[src/rtl/pin_change_pkg.sv]
package pin_change_pkg;
  typedef struct packed {
    logic ref_lvl;
    logic pend;
    logic cap;
  } pin_state_t;
endpackage

[src/rtl/pin_change_cell.sv]
module pin_change_cell
  import pin_change_pkg::*;
(
  input  logic clk,
  input  logic rst,
  input  logic live,
  input  logic capture,
  input  logic inv,
  input  logic is_input,
  input  logic masked,
  input  logic rd_strobe,
  output logic rd_bit,
  output logic stat_bit,
  output logic stat_next
);
  pin_state_t cur, nxt;

  always_comb begin
    nxt = cur;
    if (!is_input || rd_strobe) begin
      nxt.ref_lvl = live;
      nxt.pend    = 1'b0;
      nxt.cap     = live;
    end else if (capture) begin
      if (!cur.pend) begin
        nxt.cap  = live;
        nxt.pend = (live != cur.ref_lvl);
      end
    end else begin
      nxt.cap  = live;
      nxt.pend = (live != cur.ref_lvl);
    end
  end

  assign stat_next = rst ? 1'b0 : (nxt.pend & ~masked);

  always_ff @(posedge clk) begin
    if (rst) begin
      cur.ref_lvl <= live;
      cur.pend    <= 1'b0;
      cur.cap     <= live;
      rd_bit      <= live ^ inv;
      stat_bit    <= 1'b0;
    end else begin
      cur      <= nxt;
      rd_bit   <= ((capture && nxt.pend) ? nxt.cap : live) ^ inv;
      stat_bit <= nxt.pend & ~masked;
    end
  end
endmodule

[src/rtl/irq_combine.sv]
module irq_combine #(
  parameter int N_PINS = 16
) (
  input  logic              clk,
  input  logic              rst,
  input  logic [N_PINS-1:0] stat_next,
  output logic              irq_pull
);
  always_ff @(posedge clk) begin
    if (rst) irq_pull <= 1'b0;
    else     irq_pull <= |stat_next;
  end
endmodule

[src/rtl/pin_change_irq.sv]
module pin_change_irq #(
  parameter int N_PINS = 16,
  parameter int PORT_W = 8,
  localparam int N_PORTS = N_PINS / PORT_W
) (
  input  logic               clk,
  input  logic               rst,
  input  logic [N_PINS-1:0]  pin_lvl,
  input  logic [N_PINS-1:0]  capture_en,
  input  logic [N_PINS-1:0]  invert,
  input  logic [N_PINS-1:0]  dir_in,
  input  logic [N_PINS-1:0]  irq_mask,
  input  logic [N_PORTS-1:0] rd_clr,
  output logic [N_PINS-1:0]  rd_data,
  output logic [N_PINS-1:0]  irq_status,
  output logic               irq_pull
);
  logic [N_PINS-1:0] stat_next;

  for (genvar i = 0; i < N_PINS; i++) begin : g_pin
    pin_change_cell u_cell (
      .clk       (clk),
      .rst       (rst),
      .live      (pin_lvl[i]),
      .capture   (capture_en[i]),
      .inv       (invert[i]),
      .is_input  (dir_in[i]),
      .masked    (irq_mask[i]),
      .rd_strobe (rd_clr[i / PORT_W]),
      .rd_bit    (rd_data[i]),
      .stat_bit  (irq_status[i]),
      .stat_next (stat_next[i])
    );
  end

  irq_combine #(.N_PINS(N_PINS)) u_comb (
    .clk       (clk),
    .rst       (rst),
    .stat_next (stat_next),
    .irq_pull  (irq_pull)
  );
endmodule

[config.mk]
export PLATFORM = sky130hd
export DESIGN_NAME = pin_change_irq
export DESIGN_NICKNAME = d
export VERILOG_FILES = /design/src/rtl/pin_change_pkg.sv /design/src/rtl/pin_change_cell.sv /design/src/rtl/irq_combine.sv /design/src/rtl/pin_change_irq.sv
export SDC_FILE = /design/constraint.sdc
export NUM_CORES = 1
export LEC_CHECK = 0
export CAP_MARGIN = 20
export CORE_AREA = 2 2 85 87
export DETAILED_ROUTE_END_ITERATION = 8
export DIE_AREA = 0 0 87 89
export PLACE_DENSITY = 0.81
export SYNTH_ARGS = -nofsm -noshare
export SYNTH_HDL_FRONTEND = slang
export SYNTH_SLANG_ARGS = --single-unit
[constraint.sdc]
create_clock -name clk -period 4.4 [get_ports clk]
set_clock_uncertainty 0.1 [all_clocks]
set_input_delay 0.88 -clock clk [delete_from_list [all_inputs] [get_ports clk]]
set_output_delay 0.88 -clock clk [all_outputs]
set_load 0.01 [all_outputs]
Word level (Yosys, flattened, before mapping)
Index checks and enable logic that the tools add are counted.
- equal/unequal tests: 16
- mux-type cells: 128
- reductions and logical operators: 65
- bitwise logic cells: 64
- operator list (cell ; number):
    2-to-1 mux 2 bit ; 48
    2-to-1 mux 1 bit ; 64
    2-to-1 mux 3 bit ; 16
    nonzero test 2 bit ; 16
    XOR 1 bit ; 32
    AND 1 bit ; 16
    logical AND 1 bit ; 16
    logical NOT 1 bit ; 16
    logical OR 1 bit ; 16
    inequality test 1 bit ; 16
    NOT 1 bit ; 16
    OR reduction 16 bit ; 1
- register bits: 81
- bits of input ports: 84
- word-level logic and storage cells: 354
- output and inout bits: 33

Depth between registers and ports, before layout
Gate-level depths: netlist of run 1.
- word-level depth: 8
- mapped depth: 6
- mapped depth without buffers: 5

By module
From an unflattened synthesis of run 1, not the netlist that was laid out.
- cell total of the unflattened synthesis: 326
- area total of the unflattened synthesis: 3357.0 um^2
- by module, submodules not included (module ; cells each ; area each (um^2) ; times used ; seq. area each (um^2)):
    pin_change_cell ; 20 ; 206.4 ; 16 ; 110.1
    irq_combine ; 6 ; 53.8 ; 1 ; 20.0

Least setup slack after synthesis of run 1
Ideal clock, no wire load.
- path type: input to register
- start: input rst
- end: register g_pin[2].u_cell.rd_bit
- required time: 4183 ps
- buffers on the path: 1
- data arrival time: 2142 ps
- setup slack: 2041 ps
- setup time: 117 ps
- stages on the path: 5
- cell sequence: buf_2 or3b_2 nor2_1 mux2_2 xor2_1
- cells in the longest elaborated chain, start to end: 1
- ends and longest elaborated chain (what ; line ; text):
    from (decl) ; pin_change_irq.sv:7 ; input logic rst,
    2-to-1 mux 1 bit ; pin_change_cell.sv:38 ; if (rst) begin
    to (signal assigned) ; pin_change_cell.sv:42 ; rd_bit <= live ^ inv;
    to (signal assigned) ; pin_change_cell.sv:46 ; rd_bit <= ((capture && nxt.pend) ? nxt.cap : live) ^ inv;
    to (decl) ; pin_change_cell.sv:12 ; output logic rd_bit,
No other way between the ends.
A chain may end at the register's enable or synchronous reset.

Worst setup path after layout of run 1
- start: input rst
- end: register u_comb.irq_pull
- cells in the longest elaborated chain, start to end: 2
- elaborated cells on any way between the ends: 17
- classes of those cells: mux (16); reduce/logical (1)
- ends and longest elaborated chain (what ; line ; text):
    2-to-1 mux 1 bit ; pin_change_cell.sv:35 ; assign stat_next = rst ? 1'b0 : (nxt.pend & ~masked);
    net g_pin[10].u_cell.stat_next ; pin_change_cell.sv:14 ; output logic stat_next
    OR reduction 16 bit ; irq_combine.sv:11 ; else irq_pull <= |stat_next;
    to (signal assigned) ; irq_combine.sv:11 ;
    to (decl) ; irq_combine.sv:7 ; output logic irq_pull
The timed path passes the listed nets, and every way through them passes these cells.

==> results.cfg, run 1 <==
[status]
status = completed

[clocking]
ctsHtreeMaxLevel = 3
cts_buffers = 9
clockRootBuffer = clkbuf_8
cts_tree = built
clock_latency_ps = 340
cts_resized = 0
cts.sinks = 81
postCtsSetupBuffers = 0
clockBufferDepth = 2
cts-hold-fix-buffers = 0
clk_pin_slew_ps = 80

[final_layout]
nets = 435
drive_above_1_share = 0.1180
syn_to_final_growth_pct = 40.39
n_antenna_cell = 0
stdcell_count = 436

[detailed_routing]
drc = 0
dr.pass1.iters = 4
viasPerCell = 4.674
post_drt_wl_per_cell_um = 13.15
detail-route-antenna-nets = 0
routed_wl_um = 5732
drt_iter0_markers = 44
vias = 2038

[placement]
gp_congestion = 0.7583
hpwl_um = 4530
port_buffers = 116
dp_cells = 420

[global_route]
overflow = 0
grt_pass1_vias = 2097
grt_pass1_wl_um = 9453
antenna_found_initial = 0
grt_max_degree = 14
grt.total_usage = 0.1580

[job]
drv_cap = 0

[synthesis]
ys_top_cells_by_count = dfxtp_1 (65), buf_4 (32), nand2_1 (21)
synthDistinctLibCells = 27
synthAdderAreaFrac = 0
synth_most_common_cell = dfxtp_1
syn_inst = 257
ys_async_sr_fraction = 0
muxShareOfSynthArea = 0.06003
syn_area_per_cell_um2 = 11.68
synth_edf_count = 16
synth-compound-area-share = 0.06628
synth-simple-area-share = 0.1000
synth_top_area_share = 0.4335
synth_area_leaders = dfxtp_1 (43%), edfxtp_1 (16%), buf_4 (8.0%)
synth_xor_area_frac = 0.09337
yosys.area.top_type = dfxtp_1
ys_seq_area_frac = 0.5936
syn_nets = 341
ys_warn_count = 0
synth_ff_type = dfxtp_1
synth_area_um2 = 3002
synth_top_family_by_area = simple AND/OR/NAND/NOR gates
postSynthRegisterBits = 81

[worst_setup_path]
cp.required_ps = 4520
cp_top_family = simple AND/OR/NAND/NOR gates
crit_type = in -> reg
cp_max_fo = 13
cp_slowest_stage_delay_ps = 750
cp_slowest_cell = clkdlybuf4s50_1
end_kind = flip-flop
crit_top_cell = or4_1
path_cells = clkdlybuf4s50_1 > nor2_2 > nand2_2 > a211oi_1 > or4_1 > or4_1
crit_arrival_ps = 2990
cp-start-kind = input pin
critPathBufInv = 1

[sta]
slew_headroom = 0.6933
hold_viol_final = 0
rsz0062_at_grt = false
setup_viol = 0
min_period_ps = 2875
slew_viol_final = 0
finalCritPeriodShare = 0.6534
holdWs_ps = 386.2
finalSetupTns_ps = 0
worstMarginPinSlew_ps = 458.6
fmax_mhz = 347.8

[floorplan]
io_pins = 117
die_h_um = 89
rows = 30
core_area_um2 = 6719
die-area_um2 = 7743
die_x_um = 87
start_util = 0.4467

[worst_hold_path]
hp-class = reg -> reg

[power_and_ir_drop]
vdd_ir_drop_max_mv = 0.2554
cellPowerDensity_nw_per_um2 = 367.7
p_leak_nw = 1.559
-- cell type report --
type                    count  area (µm²)
repair buffers            116        1161
clock buffers              11       141.4
fillers                   524        2505
inverters                   4       15.01
multi-input cells         139       959.7
clock inverters             5       55.05
flip-flops and latches     81        1782
well taps                  80       100.1
-- report_power, final --
part | internal [mW] | switching [mW]
combinational | 0.133 | 0.0744
clock | 0.276 | 0.248
sequential | 0.804 | 0.0137
total | 1.21 | 0.336
-- final timing paths --
kind                                startpoint                              end  slack [ps]  depth (start not counted)
min            g_pin[14].u_cell.cur[0]$_DFF_P_  g_pin[14].u_cell.cur[0]$_DFF_P_         390                          1
min reg2reg    g_pin[14].u_cell.cur[0]$_DFF_P_  g_pin[14].u_cell.cur[0]$_DFF_P_         390                          1
max reg2reg  g_pin[10].u_cell.cur[2]$_DFFE_PP_       u_comb.irq_pull$_SDFF_PP0_        2440                          4
max                                        rst       u_comb.irq_pull$_SDFF_PP0_        1520                          6
-- layer usage --
metal	GRT usage	wire length, µm	share of wire
met5	0	0	0
met2	0.2734	2850	0.50
met4	0.07244	72	0.013
met3	0.04155	402	0.070
met1	0.1839	2406	0.42
-- flip-flops by register name, indices dropped and copies added (netlist names) --
register	count
g_pin.u_cell.cur	48
g_pin.u_cell.stat_bit	16
u_comb.irq_pull	1
g_pin.u_cell.rd_bit	16
-- cell families after synthesis --
group	Yosys count
compound gates	29
flops	81
mux	16
simple gates	62
xor+xnor	32
buf+inv	37
-- cells in the final DEF, fill, tap and decap left out, types with 2 or more instances in the layout --
cell type and n:
a211o_1 2, a211oi_1 9, a21oi_1 12, and2_0 2, clkbuf_8 10, clkdlybuf4s50_1 116
clkinv_2 2, clkinvlp_4 2, dfxtp_1 65, edfxtp_1 16, inv_1 4, mux2_2 16
nand2_1 21, nand2_2 2, nand3_1 2, nor2_1 18, nor2_2 2, nor3_1 4
o211ai_1 2, o22a_1 2, or3b_2 6, or4_1 2, xnor2_1 13, xor2_1 19
-- through the flow --
stage | util | area (µm²) | worst slack, ps | power (mW)
6_report | 0.6272 | 4214 | 1525 | 1.550
5_1_grt | 0.6272 | 4214 | 1334 | 1.618
4_1_cts | 0.6272 | 4214 | 1513 | 1.571
3_5_place_dp | 0.5980 | 4018 | 1148 | 1.044
3_3_place_gp | 0.5980 | 4018 | 1175 | 1.040
2_1_floorplan | - | 3002 | 2041 | 0.9302
No activity file was read; power rests on OpenSTA's default activity.
==> inputs of run 2 (changes only) <==
- CORE_AREA: 2 2 85 87 -> 2 2 91 93
- DIE_AREA: 0 0 87 89 -> 0 0 93 95
- PLACE_DENSITY: 0.81 -> 0.75
- clock period: 4.4 -> 2.6 ns (I/O delays scaled with it)
==> run 2 against run 1 <==
Die area grew 14%. Clock power up 85%. Via count up 1.8%. Total power increased by 75%. Largest cell class unchanged.
==> results.cfg, run 2 (synthesized netlist as in run 1, its figures left out) <==
[sta]
min_period_ps = 2218
fmax_mhz = 451.0
slew_viol_final = 0
rsz0062_at_grt = false
hold_viol_final = 0
fin_ws_ps = 382.5
holdWs_ps = 388.0
finalCritPeriodShare = 0.8529
setup_viol = 0
worstMarginPinSlew_ps = 334.8
finalSetupTns_ps = 0
slew_headroom = 0.7755

[final_layout]
largest_register_ffs = 48
stdcell_count = 471
largestRegisters = g_pin.u_cell.cur: 48 flops, g_pin.u_cell.rd_bit: 16 flops, g_pin.u_cell.stat_bit: 16 flops
n_antenna_cell = 0
layout_common_cells = clkdlybuf4s50_1 (116), dfxtp_1 (65), nand2_1 (21)
top_register = g_pin.u_cell.cur
final_common_cell = clkdlybuf4s50_1
drive_above_1_share = 0.1421
final_util = 0.5475
syn_to_final_growth_pct = 44.60
stdcell_area_um2 = 4340
nets = 446

[power_and_ir_drop]
total_power_mw = 2.715
cellPowerDensity_nw_per_um2 = 625.6
p_leak_nw = 1.616
vdd_ir_drop_max_mv = 0.3059

[detailed_routing]
detail-route-antenna-nets = 0
dr.pass1.iters = 4
drc = 0
drt_iter0_markers = 33
post_drt_wl_per_cell_um = 12.80
routed_wl_um = 6029
viasPerCell = 4.403
vias = 2074

[clocking]
ctsHtreeMaxLevel = 3
cts-hold-fix-buffers = 0
postCtsSetupBuffers = 0
clockBufferDepth = 2
clock_latency_ps = 350
clk_pin_slew_ps = 80
cts_buffers = 9
cts.sinks = 81
cts_tree = built
cts_resized = 0
clockRootBuffer = clkbuf_8

[worst_setup_path]
path_cells = clkdlybuf4s50_1 > buf_4 > nor2_2 > nand2_2 > a211oi_1 > or4_1 > or4_1
cp_slowest_cell = or4_1
end_kind = flip-flop
critPathBufInv = 2
crit_type = in -> reg
path_depth = 7
cp_top_family = simple AND/OR/NAND/NOR gates
r2r.worst_path.cells = 4
reg2reg_setup_slack_ps = 690
crit_arrival_ps = 2350
crit_top_cell = or4_1
cp_max_fo = 9
cp_slowest_stage_delay_ps = 520
cp.required_ps = 2730
cp-start-kind = input pin

[floorplan]
io_pins = 117
start_util = 0.3786
rows = 33
die-area_um2 = 8835
core_area_um2 = 7928
die_x_um = 93
die_h_um = 95

[global_route]
antenna_found_initial = 0
grt.total_usage = 0.1448
grt_pass1_wl_um = 9839
grt_pass1_vias = 2205
overflow = 0
grt_max_degree = 14

[placement]
port_buffers = 116
gp_congestion = 0.7560
hpwl_um = 4824
dp_cells = 456
pre_cts_ws_ps = -25.80
dpl_cell_area_um2 = 4131

[worst_hold_path]
hold_depth = 1
hp-class = reg -> reg

[status]
status = completed

[job]
drv_cap = 0
-- run 2: changes by cell type in the layout (fill, tap and decap cells not counted), sizes merged --
cell      change
clkbuf        -1
buf          +11
bufinv        +1
clkinvlp      -1
-- run 2: worst register-to-register path: cells and delay by family, from the launching register on --
kind                      cells  cell delay, ps
AOI/OAI and AO/OA             1             120
xor gates and xnor gates      1             200
DFF                           1             400
and+or+nand+nor               2             980
-- run 2: cell type report --
type / instances / area, µm²
Fill cell: 723 / 3587
Sequential cell: 81 / 1782
Timing Repair Buffer: 127 / 1244
Multi-Input combinational cell: 139 / 959.7
Tap cell: 105 / 131.4
Clock buffer: 10 / 127.6
Clock inverter: 5 / 81.33
Inverter: 4 / 15.01
-- run 2: path summary, 6_finish.rpt --
kind | start | to
worst max-delay path | rst | u_comb.irq_pull$_SDFF_PP0_
worst min-delay path | g_pin[13].u_cell.cur[0]$_DFF_P_ | g_pin[13].u_cell.cur[0]$_DFF_P_
worst max register to register | g_pin[11].u_cell.cur[2]$_DFFE_PP_ | u_comb.irq_pull$_SDFF_PP0_
worst min register to register | g_pin[13].u_cell.cur[0]$_DFF_P_ | g_pin[13].u_cell.cur[0]$_DFF_P_
-- run 2: where the power goes --
part | switching (mW) | internal, mW | leakage (nW)
Clock | 0.432 | 0.536 | 0.102
Sequential | 0.0244 | 1.36 | 0.704
Combinational | 0.128 | 0.234 | 0.810
Total | 0.584 | 2.13 | 1.62
-- run 2: routing by layer --
metal | vias to the layer above | track usage | share of wire | wire, µm
met5 | - | 0 | 0 | 0
met4 | 0 | 0.05882 | 0.017 | 102
met3 | 8 | 0.06065 | 0.085 | 514
met2 | 73 | 0.2440 | 0.49 | 2929
met1 | 940 | 0.1627 | 0.41 | 2483
li1 | 1053 | - | - | -
==> inputs of run 3 (changes only) <==
- CORE_AREA: 2 2 91 93 -> 2 2 94 96
- DIE_AREA: 0 0 93 95 -> 0 0 96 98
- MAX_ROUTING_LAYER: not set -> met4
- SYNTH_HIERARCHICAL: not set -> 1
==> run 3 against run 2 <==
Count of clock-buffer cells in the layout did not move. First-iteration DRC count rose by 110%. Critical endpoint is now u_comb/irq_pull$_SDFF_PP0_. Die area rose by 6.5%. Flip-flop and latch count did not move. Via count rose by 36%. Synthesized area rose by 12%. Wire length rose by 30%. Cell count rose by 18%.
==> results.cfg, run 3 <==
[status]
status = completed

[clocking]
clockBufferDepth = 2
postCtsSetupBuffers = 0
clock_latency_ps = 350
cts-hold-fix-buffers = 0
clockRootBuffer = clkbuf_8
cts_buffers = 9
ctsHtreeMaxLevel = 3
cts.sinks = 81
clk_pin_slew_ps = 90
cts_tree = built
cts_resized = 0

[sta]
slew_headroom = 0.6036
worstMarginPinSlew_ps = 589.1
rsz0062_at_grt = false
fmax_mhz = 423.6
finalCritPeriodShare = 0.9080
holdWs_ps = 387.8
min_period_ps = 2361
hold_viol_final = 0
setup_viol = 0
finalSetupTns_ps = 0
slew_viol_final = 0

[final_layout]
multi_input_area_um2 = 1435
regArea_um2 = 1782
stdcell_count = 555
final_util = 0.5702
largest_register_ffs = 48
largestRegisters = g_pin.u_cell/cur: 48 flops, g_pin.u_cell/rd_bit: 16 flops, g_pin.u_cell/stat_bit: 16 flops
drive_above_1_share = 0.04698
nets = 526
top_register = g_pin.u_cell/cur
layout_common_cells = clkdlybuf4s50_1 (116), dfxtp_1 (65), nor2b_1 (32)
final_common_cell = clkdlybuf4s50_1
n_antenna_cell = 0
syn_to_final_growth_pct = 43.79
nFillCells = 749

[worst_hold_path]
hp-class = reg -> reg
hold_end = g_pin[3].u_cell/cur[0]$_DFF_P_
hold_start = g_pin[3].u_cell/cur[0]$_DFF_P_
hold_depth = 2

[synthesis]
synth_edf_count = 16
synth_ff_type = dfxtp_1
ys_warn_count = 6
synthAdderAreaFrac = 0
synth_most_common_cell = dfxtp_1
synth_area_leaders = dfxtp_1 (39%), edfxtp_1 (14%), nor2b_1 (6.0%)
ys_seq_area_frac = 0.5307
synth_xor_area_frac = 0.04174
synth-simple-area-share = 0.2698
synth-compound-area-share = 0.1159
syn_inst = 326
synth_top_area_share = 0.3876
postSynthRegisterBits = 81
synth_top_family_by_area = simple AND/OR/NAND/NOR gates
ys_async_sr_fraction = 0
muxShareOfSynthArea = 0
synth_area_um2 = 3357
ys_top_cells_by_count = dfxtp_1 (65), nor2b_1 (32)
synthDistinctLibCells = 18
syn_area_per_cell_um2 = 10.30
yosys.area.top_type = dfxtp_1
syn_nets = 410

[worst_setup_path]
end_kind = flip-flop
r2r.worst_path.cells = 5
r2r-start = g_pin[7].u_cell/cur[2]$_DFFE_PP_
reg2reg_setup_slack_ps = 830
crit_type = in -> reg
cp.required_ps = 2700
cp_max_fo = 8
crit_arrival_ps = 2460
cp-start-kind = input pin
rr_endpoint = u_comb/irq_pull$_SDFF_PP0_

[power_and_ir_drop]
total_power_mw = 2.695
p_leak_nw = 1.786
vdd_ir_drop_max_mv = 0.2595
cellPowerDensity_nw_per_um2 = 558.2

[detailed_routing]
dr.pass1.iters = 5
viasPerCell = 5.074
wl_met3_um = 561
detail-route-antenna-nets = 0
met2WireLength_um = 3781
routed_wl_um = 7824
drc = 0
drt_iter0_markers = 69
vias = 2816
highest_layer = met4
post_drt_wl_per_cell_um = 14.10
wl_met1_um = 3375

[floorplan]
core_area_um2 = 8466
die_h_um = 98
io_pins = 117
die-area_um2 = 9408
die_x_um = 96
rows = 34
start_util = 0.3965

[global_route]
grt.total_usage = 0.1744
grt_pass1_wl_um = 12360
grt_max_degree = 18
grt_pass1_vias = 2665
antenna_found_initial = 0
overflow = 0

[placement]
gp_congestion = 0.7413
dp_cells = 539
port_buffers = 116
hpwl_um = 6013

[job]
drv_cap = 0
-- run 3: cell type report --
type,instances,share of cell area
Inverter,16,0.01244
Tap cell,108,0.02799
Multi-Input combinational cell,213,0.2973
Timing Repair Buffer,121,0.2509
Clock buffer,10,0.02851
Clock inverter,6,0.01374
Sequential cell,81,0.3691
-- run 3: kinds of logic after synthesis --
| logic type | after synthesis |
|---|---|
| compound gates | 65 |
| xor+xnor | 16 |
| buf+inv | 32 |
| flops | 81 |
| simple gates | 132 |
-- run 3: power by group --
| group | switching (mW) | internal (mW) |
|---|---|---|
| Clock | 0.462 | 0.472 |
| Sequential | 0.0265 | 1.35 |
| Combinational | 0.144 | 0.236 |
| Total | 0.633 | 2.06 |
-- run 3: worst max path at each step --
stage,startpoint,endpoint,depth (start not counted)
after CTS,rd_clr[0],u_comb/irq_pull$_SDFF_PP0_,6
after detailed placement,rd_clr[0],u_comb/irq_pull$_SDFF_PP0_,6
after global routing,rd_clr[0],u_comb/irq_pull$_SDFF_PP0_,6
after global placement,rd_clr[0],u_comb/irq_pull$_SDFF_PP0_,6
after floorplan,rd_clr[0],g_pin[0].u_cell/rd_bit$_DFF_P_,4
final,rd_clr[0],u_comb/irq_pull$_SDFF_PP0_,6
-- run 3: metal layers --
| metal | GRT usage | vias to the layer above |
|---|---|---|
| met5 | - | - |
| met4 | 0.06264 | 0 |
| met3 | 0.05093 | 12 |
| met2 | 0.2815 | 86 |
| met1 | 0.2044 | 1296 |
| li1 | - | 1422 |
-- run 3: critical path, stage by stage --
cell,delay [ps]
clkdlybuf4s50_1,670
or3b_1,290
a21oi_1,90
nor2b_1,160
nor4_1,540
a41oi_1,190
-- run 3: per-stage QoR --
stage / area [µm²] / setup slack, ps
finish: 4827 / 239.1
global route: 4827 / 91.72
CTS: 4827 / 299.0
detailed placement: 4623 / -58.30
global placement: 4623 / -24.27
floorplan: 3357 / 851.2
